<file path="config.mk">
export PLATFORM = sky130hd
export DESIGN_NAME = burst_settle_mon
export DESIGN_NICKNAME = d
export VERILOG_FILES = /design/src/rtl/bsm_pkg.sv /design/src/rtl/bsm_lane_hist.sv /design/src/rtl/bsm_delim_match.sv /design/src/rtl/burst_settle_mon.sv
export SDC_FILE = /design/constraint.sdc
export NUM_CORES = 1
export LEC_CHECK = 0
export CORE_ASPECT_RATIO = 0.6
export CORE_MARGIN = 3
export CORE_UTILIZATION = 35
export DETAILED_ROUTE_END_ITERATION = 10
export HOLD_SLACK_MARGIN = 0.15
export PLACE_DENSITY = 0.65
export RECOVER_POWER = 100
export SLEW_MARGIN = 5
export SYNTH_ARGS = -nofsm -noshare
export SYNTH_HDL_FRONTEND = slang
export SYNTH_HIERARCHICAL = 1
export SYNTH_SLANG_ARGS = --single-unit
</file>
<file path="constraint.sdc">
create_clock -name clk -period 4.9 [get_ports clk]
set_clock_uncertainty 0.1 [all_clocks]
set_input_delay 0.98 -clock clk [delete_from_list [all_inputs] [get_ports clk]]
set_output_delay 0.98 -clock clk [all_outputs]
set_load 0.03 [all_outputs]
</file>
<file path="src/rtl/bsm_pkg.sv">
package bsm_pkg;

    typedef enum logic [2:0] {
        ST_IDLE   = 3'd0,
        ST_ARMED  = 3'd1,
        ST_SETTLE = 3'd2,
        ST_LOCK   = 3'd3,
        ST_FRAMED = 3'd4
    } bsm_state_e;

endpackage

</file>
<file path="src/rtl/bsm_lane_hist.sv">
module bsm_lane_hist #(
    parameter int LANES = 4,
    parameter int WORDS = 4
) (
    input  logic                     clk,
    input  logic                     rst_n,
    input  logic [LANES-1:0]         lane_i,
    output logic                     trans_o,
    output logic [WORDS*LANES-1:0]   window_o
);

    localparam int HW = (WORDS - 1) * LANES;

    typedef struct packed {
        logic [HW-1:0] hist;
    } hist_t;

    hist_t h_d, h_q;

    always_comb begin
        h_d      = h_q;
        // newest word enters at the bottom, oldest drops off the top
        h_d.hist = HW'({h_q.hist, lane_i});
    end

    always_ff @(posedge clk or negedge rst_n) begin
        if (!rst_n) h_q <= '0;
        else        h_q <= h_d;
    end

    assign trans_o  = |(lane_i ^ h_q.hist[LANES-1:0]);
    assign window_o = {h_q.hist, lane_i};

endmodule

</file>
<file path="src/rtl/bsm_delim_match.sv">
module bsm_delim_match #(
    parameter int                 LANES   = 4,
    parameter int                 WORDS   = 4,
    parameter int                 DELIM_W = 16,
    parameter logic [DELIM_W-1:0] DELIM   = 16'h83C6,
    parameter int                 ROT_W   = 2
) (
    input  logic [WORDS*LANES-1:0] window_i,
    output logic                   hit_o,
    output logic [ROT_W-1:0]       rot_o
);

    logic [LANES-1:0] hit_v;

    for (genvar r = 0; r < LANES; r++) begin : g_rot
        logic [DELIM_W-1:0] cand;
        for (genvar k = 0; k < WORDS; k++) begin : g_word
            for (genvar j = 0; j < LANES; j++) begin : g_bit
                // line bit k*LANES+j sits on lane (j+r) mod LANES of word k
                assign cand[DELIM_W-1-(k*LANES+j)] =
                    window_i[(WORDS-1-k)*LANES + ((j + r) % LANES)];
            end
        end
        assign hit_v[r] = (cand == DELIM);
    end

    always_comb begin
        hit_o = |hit_v;
        rot_o = '0;
        for (int r = LANES - 1; r >= 0; r--) begin
            if (hit_v[r]) rot_o = ROT_W'(r);
        end
    end

endmodule

</file>
<file path="src/rtl/burst_settle_mon.sv">
module burst_settle_mon
    import bsm_pkg::*;
#(
    parameter int                 LANES   = 4,
    parameter int                 DELIM_W = 16,
    parameter logic [DELIM_W-1:0] DELIM   = 16'h83C6,
    parameter int                 CNT_W   = 16,
    localparam int                ROT_W   = (LANES > 1) ? $clog2(LANES) : 1
) (
    input  logic             clk,
    input  logic             rst_n,
    input  logic [LANES-1:0] lane_i,
    input  logic [CNT_W-1:0] gap_len_i,
    input  logic [CNT_W-1:0] stable_len_i,
    output logic             locked_o,
    output logic             settled_o,
    output logic [CNT_W-1:0] settle_cycles_o,
    output logic             lock_err_o,
    output logic             frame_start_o,
    output logic [ROT_W-1:0] rot_o
);

    localparam int WORDS = DELIM_W / LANES;
    localparam int TW    = (WORDS > 2) ? $clog2(WORDS) : 1;

    typedef struct packed {
        bsm_state_e       st;
        logic [CNT_W-1:0] idle;
        logic [CNT_W-1:0] cyc;
        logic [CNT_W-1:0] last;
        logic [CNT_W-1:0] stab;
        logic [CNT_W-1:0] scnt;
        logic             pend;
        logic [TW-1:0]    tmr;
        logic [ROT_W-1:0] rot;
        logic             settled;
        logic             err;
        logic             frame;
        logic             locked;
    } regs_t;

    regs_t r_d, r_q;

    logic                   trans;
    logic [WORDS*LANES-1:0] window;
    logic                   hit;
    logic [ROT_W-1:0]       hit_rot;

    bsm_lane_hist #(.LANES(LANES), .WORDS(WORDS)) i_hist (
        .clk      (clk),
        .rst_n    (rst_n),
        .lane_i   (lane_i),
        .trans_o  (trans),
        .window_o (window)
    );

    bsm_delim_match #(
        .LANES(LANES), .WORDS(WORDS), .DELIM_W(DELIM_W),
        .DELIM(DELIM), .ROT_W(ROT_W)
    ) i_match (
        .window_i (window),
        .hit_o    (hit),
        .rot_o    (hit_rot)
    );

    function automatic logic [CNT_W-1:0] sat_inc(input logic [CNT_W-1:0] v);
        return (&v) ? v : v + 1'b1;
    endfunction

    always_comb begin
        r_d         = r_q;
        r_d.settled = 1'b0;
        r_d.err     = 1'b0;
        r_d.frame   = 1'b0;
        unique case (r_q.st)
            ST_IDLE, ST_FRAMED: begin
                // quiet-gap detection between bursts
                if (trans) begin
                    r_d.idle = '0;
                end else begin
                    r_d.idle = sat_inc(r_q.idle);
                    if (sat_inc(r_q.idle) >= gap_len_i) begin
                        r_d.st     = ST_ARMED;
                        r_d.idle   = '0;
                        r_d.locked = 1'b0;
                    end
                end
            end
            ST_ARMED: begin
                if (trans) begin
                    r_d.st   = ST_SETTLE;
                    r_d.cyc  = '0;
                    r_d.last = '0;
                    r_d.stab = '0;
                end
            end
            ST_SETTLE: begin
                r_d.cyc = sat_inc(r_q.cyc);
                if (trans) begin
                    r_d.last = sat_inc(r_q.cyc);
                    r_d.stab = '0;
                end else begin
                    r_d.stab = sat_inc(r_q.stab);
                    if (sat_inc(r_q.stab) >= stable_len_i) begin
                        r_d.st      = ST_LOCK;
                        r_d.scnt    = r_q.last;
                        r_d.settled = 1'b1;
                        r_d.locked  = 1'b1;
                        r_d.pend    = 1'b0;
                    end
                end
            end
            ST_LOCK: begin
                if (hit) begin
                    r_d.st    = ST_FRAMED;
                    r_d.rot   = hit_rot;
                    r_d.frame = 1'b1;
                    r_d.pend  = 1'b0;
                    r_d.idle  = '0;
                end else if (r_q.pend) begin
                    if (r_q.tmr == TW'(WORDS - 2)) begin
                        r_d.err  = 1'b1;
                        r_d.pend = trans;
                        r_d.tmr  = '0;
                    end else begin
                        r_d.tmr = r_q.tmr + 1'b1;
                    end
                end else if (trans) begin
                    r_d.pend = 1'b1;
                    r_d.tmr  = '0;
                end
            end
            default: r_d.st = ST_IDLE;
        endcase
    end

    always_ff @(posedge clk or negedge rst_n) begin
        if (!rst_n) r_q <= '{st: ST_IDLE, default: '0};
        else        r_q <= r_d;
    end

    assign locked_o        = r_q.locked;
    assign settled_o       = r_q.settled;
    assign settle_cycles_o = r_q.scnt;
    assign lock_err_o      = r_q.err;
    assign frame_start_o   = r_q.frame;
    assign rot_o           = r_q.rot;

    // reset clears the reported state
    a_r1_reset_clear: assert property (@(posedge clk)
        !rst_n |=> (!locked_o && !settled_o && !frame_start_o && !lock_err_o));

    // settling always coincides with lock
    a_r4_settle_locks: assert property (@(posedge clk) disable iff (!rst_n)
        settled_o |-> locked_o);

    // errors only while locked and never together with a frame
    a_r6_err_in_lock: assert property (@(posedge clk) disable iff (!rst_n)
        lock_err_o |-> (locked_o && !frame_start_o));

    // at most one event per cycle
    a_r5_one_event: assert property (@(posedge clk) disable iff (!rst_n)
        $onehot0({settled_o, frame_start_o, lock_err_o}));

    // rotation only moves on a frame
    a_r8_rot_hold: assert property (@(posedge clk) disable iff (!rst_n)
        1'b1 |=> (frame_start_o || $stable(rot_o)));

    // settle count only moves on a settle pulse
    a_r8_count_hold: assert property (@(posedge clk) disable iff (!rst_n)
        1'b1 |=> (settled_o || $stable(settle_cycles_o)));

    // after a frame, no settle until a gap has dropped lock
    a_r7_no_resettle: assert property (@(posedge clk) disable iff (!rst_n)
        frame_start_o |=> !settled_o);

endmodule

</file>
==> impl_metrics.xml <==
<?xml version="1.0" encoding="UTF-8"?>
<metrics>
  <group name="global_route">
    <metric name="first_global_vias" unit="">4517</metric>
    <metric name="maximum_number_of_pins_on_one_net_before_global_route_repair" unit="">78</metric>
    <metric name="grt_overflow_total" unit="">0</metric>
    <metric name="grt_util_all_layers" unit="%">15.0</metric>
    <metric name="number_of_antenna_violations_at_the_first_check_in_global_routing" unit="">0</metric>
    <metric name="grt_pass1_wl" unit="um">23400</metric>
  </group>
  <group name="floorplan">
    <metric name="fp.dieW" unit="um">179</metric>
    <metric name="fp-row-count" unit="">37</metric>
    <metric name="floorplan.core_area" unit="mm2">0.0174</metric>
    <metric name="boundaryPins" unit="">60</metric>
    <metric name="floorplan.initialDensity" unit="%">36.3</metric>
    <metric name="dieHeight" unit="um">110</metric>
    <metric name="die_area" unit="mm2">0.0197</metric>
  </group>
  <group name="synthesis">
    <metric name="synth_cell_types" unit="">61</metric>
    <metric name="synth.avg_cell_area" unit="um2">9.34</metric>
    <metric name="postSynth.topFlopCell" unit="">sky130_fd_sc_hd__dfrtp_1</metric>
    <metric name="netlist.area_leader.share" unit="%">41.3</metric>
    <metric name="yosys-top-cells-area" unit="">sky130_fd_sc_hd__dfrtp_1 (41%), sky130_fd_sc_hd__ha_1 (7.0%), sky130_fd_sc_hd__o21ai_0 (4.7%)</metric>
    <metric name="syn-num-nets" unit="">747</metric>
    <metric name="count_of_warnings_emitted_by_yosys" unit="">6</metric>
    <metric name="synth-edff-count" unit="">0</metric>
    <metric name="async_flop_share" unit="%">100</metric>
    <metric name="syn_inst" unit="">674</metric>
    <metric name="yosysSeqAreaShare" unit="%">41.3</metric>
    <metric name="post_synth_instance_area" unit="mm2">0.00630</metric>
    <metric name="yosys.area.top_type" unit="">sky130_fd_sc_hd__dfrtp_1</metric>
    <metric name="yosys_register_bits" unit="">104</metric>
  </group>
  <group name="clocking">
    <metric name="cts_repair_resize_count" unit="">0</metric>
    <metric name="cts_sinks" unit="">104</metric>
    <metric name="cts_max_path_buffers" unit="">2</metric>
    <metric name="cts_inserted_buffers" unit="">9</metric>
    <metric name="cts.hold.buffers_added" unit="">0</metric>
    <metric name="insertion_delay" unit="ns">0.35</metric>
    <metric name="cts_setup_buffers" unit="">0</metric>
    <metric name="clock_transition_at_the_register_clock_pins_on_the_worst_setup_and_hold_paths_after_cts" unit="ns">0.07</metric>
    <metric name="clock_tree.htree_level_count" unit="">3</metric>
    <metric name="tritoncts_clock_tree" unit="">done</metric>
    <metric name="clockRootBuffer" unit="">sky130_fd_sc_hd__clkbuf_16</metric>
  </group>
  <group name="route">
    <metric name="average_via_count_per_standard_cell" unit="">5.16</metric>
    <metric name="vias" unit="">4865</metric>
    <metric name="wire_per_inst" unit="um">14.8</metric>
    <metric name="final_antenna_net_count" unit="">0</metric>
    <metric name="total_wirelength_of_the_detailed_routed_design" unit="um">13900</metric>
    <metric name="dr.first_iter.drc_count" unit="">396</metric>
    <metric name="drt-pass1-iter-count" unit="">5</metric>
    <metric name="drc_errors" unit="">0</metric>
  </group>
  <group name="finish">
    <metric name="syn_to_final_growth" unit="%">13.8</metric>
    <metric name="design.final.nets" unit="">776</metric>
    <metric name="drive_gt1_share" unit="%">6.78</metric>
    <metric name="multi_input_comb_area" unit="mm2">0.00318</metric>
    <metric name="antenna_cells_inserted" unit="">0</metric>
    <metric name="final_area" unit="mm2">0.00717</metric>
    <metric name="stdcell_count" unit="">942</metric>
    <metric name="register_area" unit="mm2">0.00260</metric>
    <metric name="fillers" unit="">1724</metric>
  </group>
  <group name="worst_hold_path">
    <metric name="holdCritPathClass" unit="">reg -&gt; reg</metric>
    <metric name="min_delay_path_depth" unit="">0</metric>
  </group>
  <group name="worst_setup_path">
    <metric name="cpMaxStageDelayCell" unit="">sky130_fd_sc_hd__nor4_1</metric>
    <metric name="worstPathMaxFanout" unit="">19</metric>
    <metric name="arrival" unit="ns">4.44</metric>
    <metric name="worstRegToRegCells" unit="">12</metric>
    <metric name="max_stage_delay" unit="ns">0.70</metric>
    <metric name="worst_setup_ep_type" unit="">flip-flop</metric>
    <metric name="crit_path_start_kind" unit="">flip-flop</metric>
    <metric name="worstPathCellList" unit="">ha_1, nand2_1, nor4_1, nand2b_1, xnor2_1, ha_1, nand2b_1, a2111o_1, a32oi_1, a31oi_4, buf_4, mux2_1</metric>
    <metric name="criticalPathCategory" unit="">reg -&gt; reg</metric>
    <metric name="worst-endpoint-required" unit="ns">5.03</metric>
  </group>
  <group name="sta">
    <metric name="setup_repair_after_global_routing_missed_its_margin" unit="">false</metric>
    <metric name="final_critical_path_setup_slack" unit="ns">0.587</metric>
    <metric name="setup_total_negative_slack" unit="ns">0</metric>
    <metric name="final-setup-viol-count" unit="">0</metric>
    <metric name="finalHoldViolCount" unit="">0</metric>
    <metric name="timing_worst_slew_pin_value" unit="ns">1.94</metric>
    <metric name="final_min_period_over_clock_period" unit="%">88.0</metric>
    <metric name="slew_headroom" unit="%">-29.1</metric>
    <metric name="period_needed" unit="ns">4.31</metric>
    <metric name="fmaxAchievable" unit="MHz">232</metric>
    <metric name="slew_viol_final" unit="">78</metric>
  </group>
  <group name="power_and_ir_drop">
    <metric name="cellInternalPower" unit="mW">1.36</metric>
    <metric name="leakage" unit="nW">3.27</metric>
    <metric name="power_frac_seq" unit="%">50.4</metric>
    <metric name="swShare" unit="%">25.0</metric>
    <metric name="comb_power_share" unit="%">8.2</metric>
    <metric name="pwr_density_cell" unit="mW/mm2">253</metric>
    <metric name="power.net_switching" unit="uW">453</metric>
    <metric name="vdd_ir_drop_max" unit="uV">192</metric>
    <metric name="power.share.clock" unit="%">41.4</metric>
    <metric name="total_power" unit="mW">1.81</metric>
  </group>
  <group name="placed_design">
    <metric name="placedCellCount" unit="">926</metric>
    <metric name="placedInstanceArea" unit="mm2">0.00693</metric>
    <metric name="place.port_buffers" unit="">59</metric>
    <metric name="dp_slack" unit="ns">0.977</metric>
    <metric name="finalWeightedCongestion" unit="">0.860</metric>
    <metric name="detailed_place_hpwl" unit="um">10200</metric>
  </group>
  <group name="status">
    <metric name="violated_checks" unit="">max-capacitance violations, max-slew violations</metric>
    <metric name="run_status" unit="">finished with violations</metric>
  </group>
  <group name="flow_run">
    <metric name="cap_viol_max_count" unit="">1</metric>
  </group>
</metrics>
==> sequential cells by signal, summed over array words and instances, names as in the netlist <==
register         cells
rot_o                2
r_q                 70
settle_cycles_o     16
settled_o            1
frame_start_o        1
lock_err_o           1
i_hist/h_q          12
locked_o             1
==> logic make-up (layout without fill, tap and decap cells) <==
kind of cell	Yosys count	after routing	share of synthesized area, %
fa+ha+maj	35	35	6.96
mux	28	28	5.35
flops	104	104	41.3
buf+inv	89	123	7.19
simple gates	217	217	18.0
xor+xnor	34	34	4.73
compound gates	167	167	16.4
==> stage by stage <==
| step | util, % | hold WS [ns] |
|---|---|---|
| floorplan | - | 0.267 |
| global placement | 39.9 | 0.278 |
| detailed placement | 39.9 | 0.283 |
| CTS | 41.7 | 0.300 |
| global route | 41.3 | 0.310 |
| finish | 41.3 | 0.294 |
==> final timing paths <==
kind | end | from | slack (ns)
worst max-delay path | settle_cycles_o[5]$_DFFE_PN0P_ | r_q[25]$_DFFE_PN0P_ | 0.59
worst min-delay path | i_hist/h_q[9]$_DFF_PN0_ | i_hist/h_q[5]$_DFF_PN0_ | 0.29
worst max register to register | settle_cycles_o[5]$_DFFE_PN0P_ | r_q[25]$_DFFE_PN0P_ | 0.59
worst min register to register | i_hist/h_q[9]$_DFF_PN0_ | i_hist/h_q[5]$_DFF_PN0_ | 0.29
max in group asynchronous | r_q[61]$_DFFE_PN0P_ | rst_n | 1.49
min in group asynchronous | r_q[75]$_DFFE_PN0P_ | rst_n | 1.04
==> cell usage in the layout, fill, tap and decap left out, drive strengths merged, types with 3 or more instances in the layout <==
| cell | n |
|---|---|
| dlygate4sd3 | 26 |
| nand4 | 18 |
| a22o | 10 |
| nand2b | 14 |
| and3 | 5 |
| xor2 | 14 |
| o31ai | 7 |
| a21o | 7 |
| and2 | 3 |
| and4 | 4 |
| nor4 | 6 |
| o21ai | 59 |
| a21oi | 46 |
| inv | 43 |
| mux2i | 4 |
| a31oi | 16 |
| nand2 | 73 |
| ha | 35 |
| clkdlybuf4s50 | 32 |
| nor4b | 3 |
| or3 | 8 |
| nor3 | 13 |
| nand3b | 4 |
| mux2 | 24 |
| xnor2 | 20 |
| buf | 4 |
| clkbuf | 13 |
| nand3 | 27 |
| dfrtp | 104 |
| or2 | 6 |
| nor2 | 26 |
| o21a | 4 |
==> worst max-delay path, delay by kind of cell (launching register included) <==
kind	cells	cell delay [ns]
multiplexers	1	0.34
buffers and inverters	1	0.25
AND/OR/NAND/NOR	4	1.38
flip-flops	1	0.43
adder cells (fa/ha/maj)	2	0.55
XOR/XNOR	1	0.28
AO/OA/AOI/OAI	3	0.83
==> cell usage after synthesis, types with 2 or more instances <==
library cell,n
sky130_fd_sc_hd__nor2_1,26
sky130_fd_sc_hd__and2_1,3
sky130_fd_sc_hd__o21bai_1,2
sky130_fd_sc_hd__mux2_4,7
sky130_fd_sc_hd__and3_1,5
sky130_fd_sc_hd__nand4_1,18
sky130_fd_sc_hd__mux2i_1,4
sky130_fd_sc_hd__buf_6,2
sky130_fd_sc_hd__a22o_1,10
sky130_fd_sc_hd__xnor2_1,20
sky130_fd_sc_hd__nand2_1,72
sky130_fd_sc_hd__o41ai_1,2
sky130_fd_sc_hd__a31oi_1,15
sky130_fd_sc_hd__a32o_1,2
sky130_fd_sc_hd__buf_4,24
sky130_fd_sc_hd__and4_1,4
sky130_fd_sc_hd__and4b_1,2
sky130_fd_sc_hd__clkbuf_1,11
sky130_fd_sc_hd__nand3b_1,4
sky130_fd_sc_hd__nor4_1,5
sky130_fd_sc_hd__or3_1,7
sky130_fd_sc_hd__o21a_1,4
sky130_fd_sc_hd__nor4b_1,3
sky130_fd_sc_hd__o31ai_1,7
sky130_fd_sc_hd__mux2_2,17
sky130_fd_sc_hd__o21ai_0,59
sky130_fd_sc_hd__nor3b_1,2
sky130_fd_sc_hd__dfrtp_1,104
sky130_fd_sc_hd__nand3_1,27
sky130_fd_sc_hd__buf_2,10
sky130_fd_sc_hd__a21oi_1,45
sky130_fd_sc_hd__a221o_1,2
sky130_fd_sc_hd__xor2_1,14
sky130_fd_sc_hd__inv_1,41
sky130_fd_sc_hd__nand2b_1,13
sky130_fd_sc_hd__ha_1,35
sky130_fd_sc_hd__nor3_1,12
sky130_fd_sc_hd__or2_2,5
sky130_fd_sc_hd__a21o_1,7
==> layer usage <==
layer  global-route usage, %  vias to the layer above  wire [um]
met5                       0                        -          0
met4                    4.24                        0        161
met3                    3.00                       16        707
met2                    19.3                      129       5110
met1                    24.4                     2272       7970
li1                        -                     2448          -
==> final cells by class <==
cell class | count | share of cell area [%]
Clock buffer | 9 | 3.14
Clock inverter | 7 | 1.26
Multi-Input combinational cell | 481 | 44.3
Sequential cell | 104 | 36.3
Inverter | 41 | 2.15
Timing Repair Buffer | 66 | 8.75
Tap cell | 234 | 4.09
==> power groups by stage <==
| stage | sequential, mW | clock (mW) | combinational [mW] |
|---|---|---|---|
| after floorplan | 0.920 | 0 | 0.0887 |
| after global placement | 0.930 | 0 | 0.150 |
| after detailed placement | 0.931 | 0 | 0.153 |
| after CTS | 0.914 | 0.775 | 0.153 |
| after global routing | 0.919 | 0.805 | 0.171 |
| final | 0.914 | 0.750 | 0.148 |
Note: power is estimated with default switching activity, not from simulation.
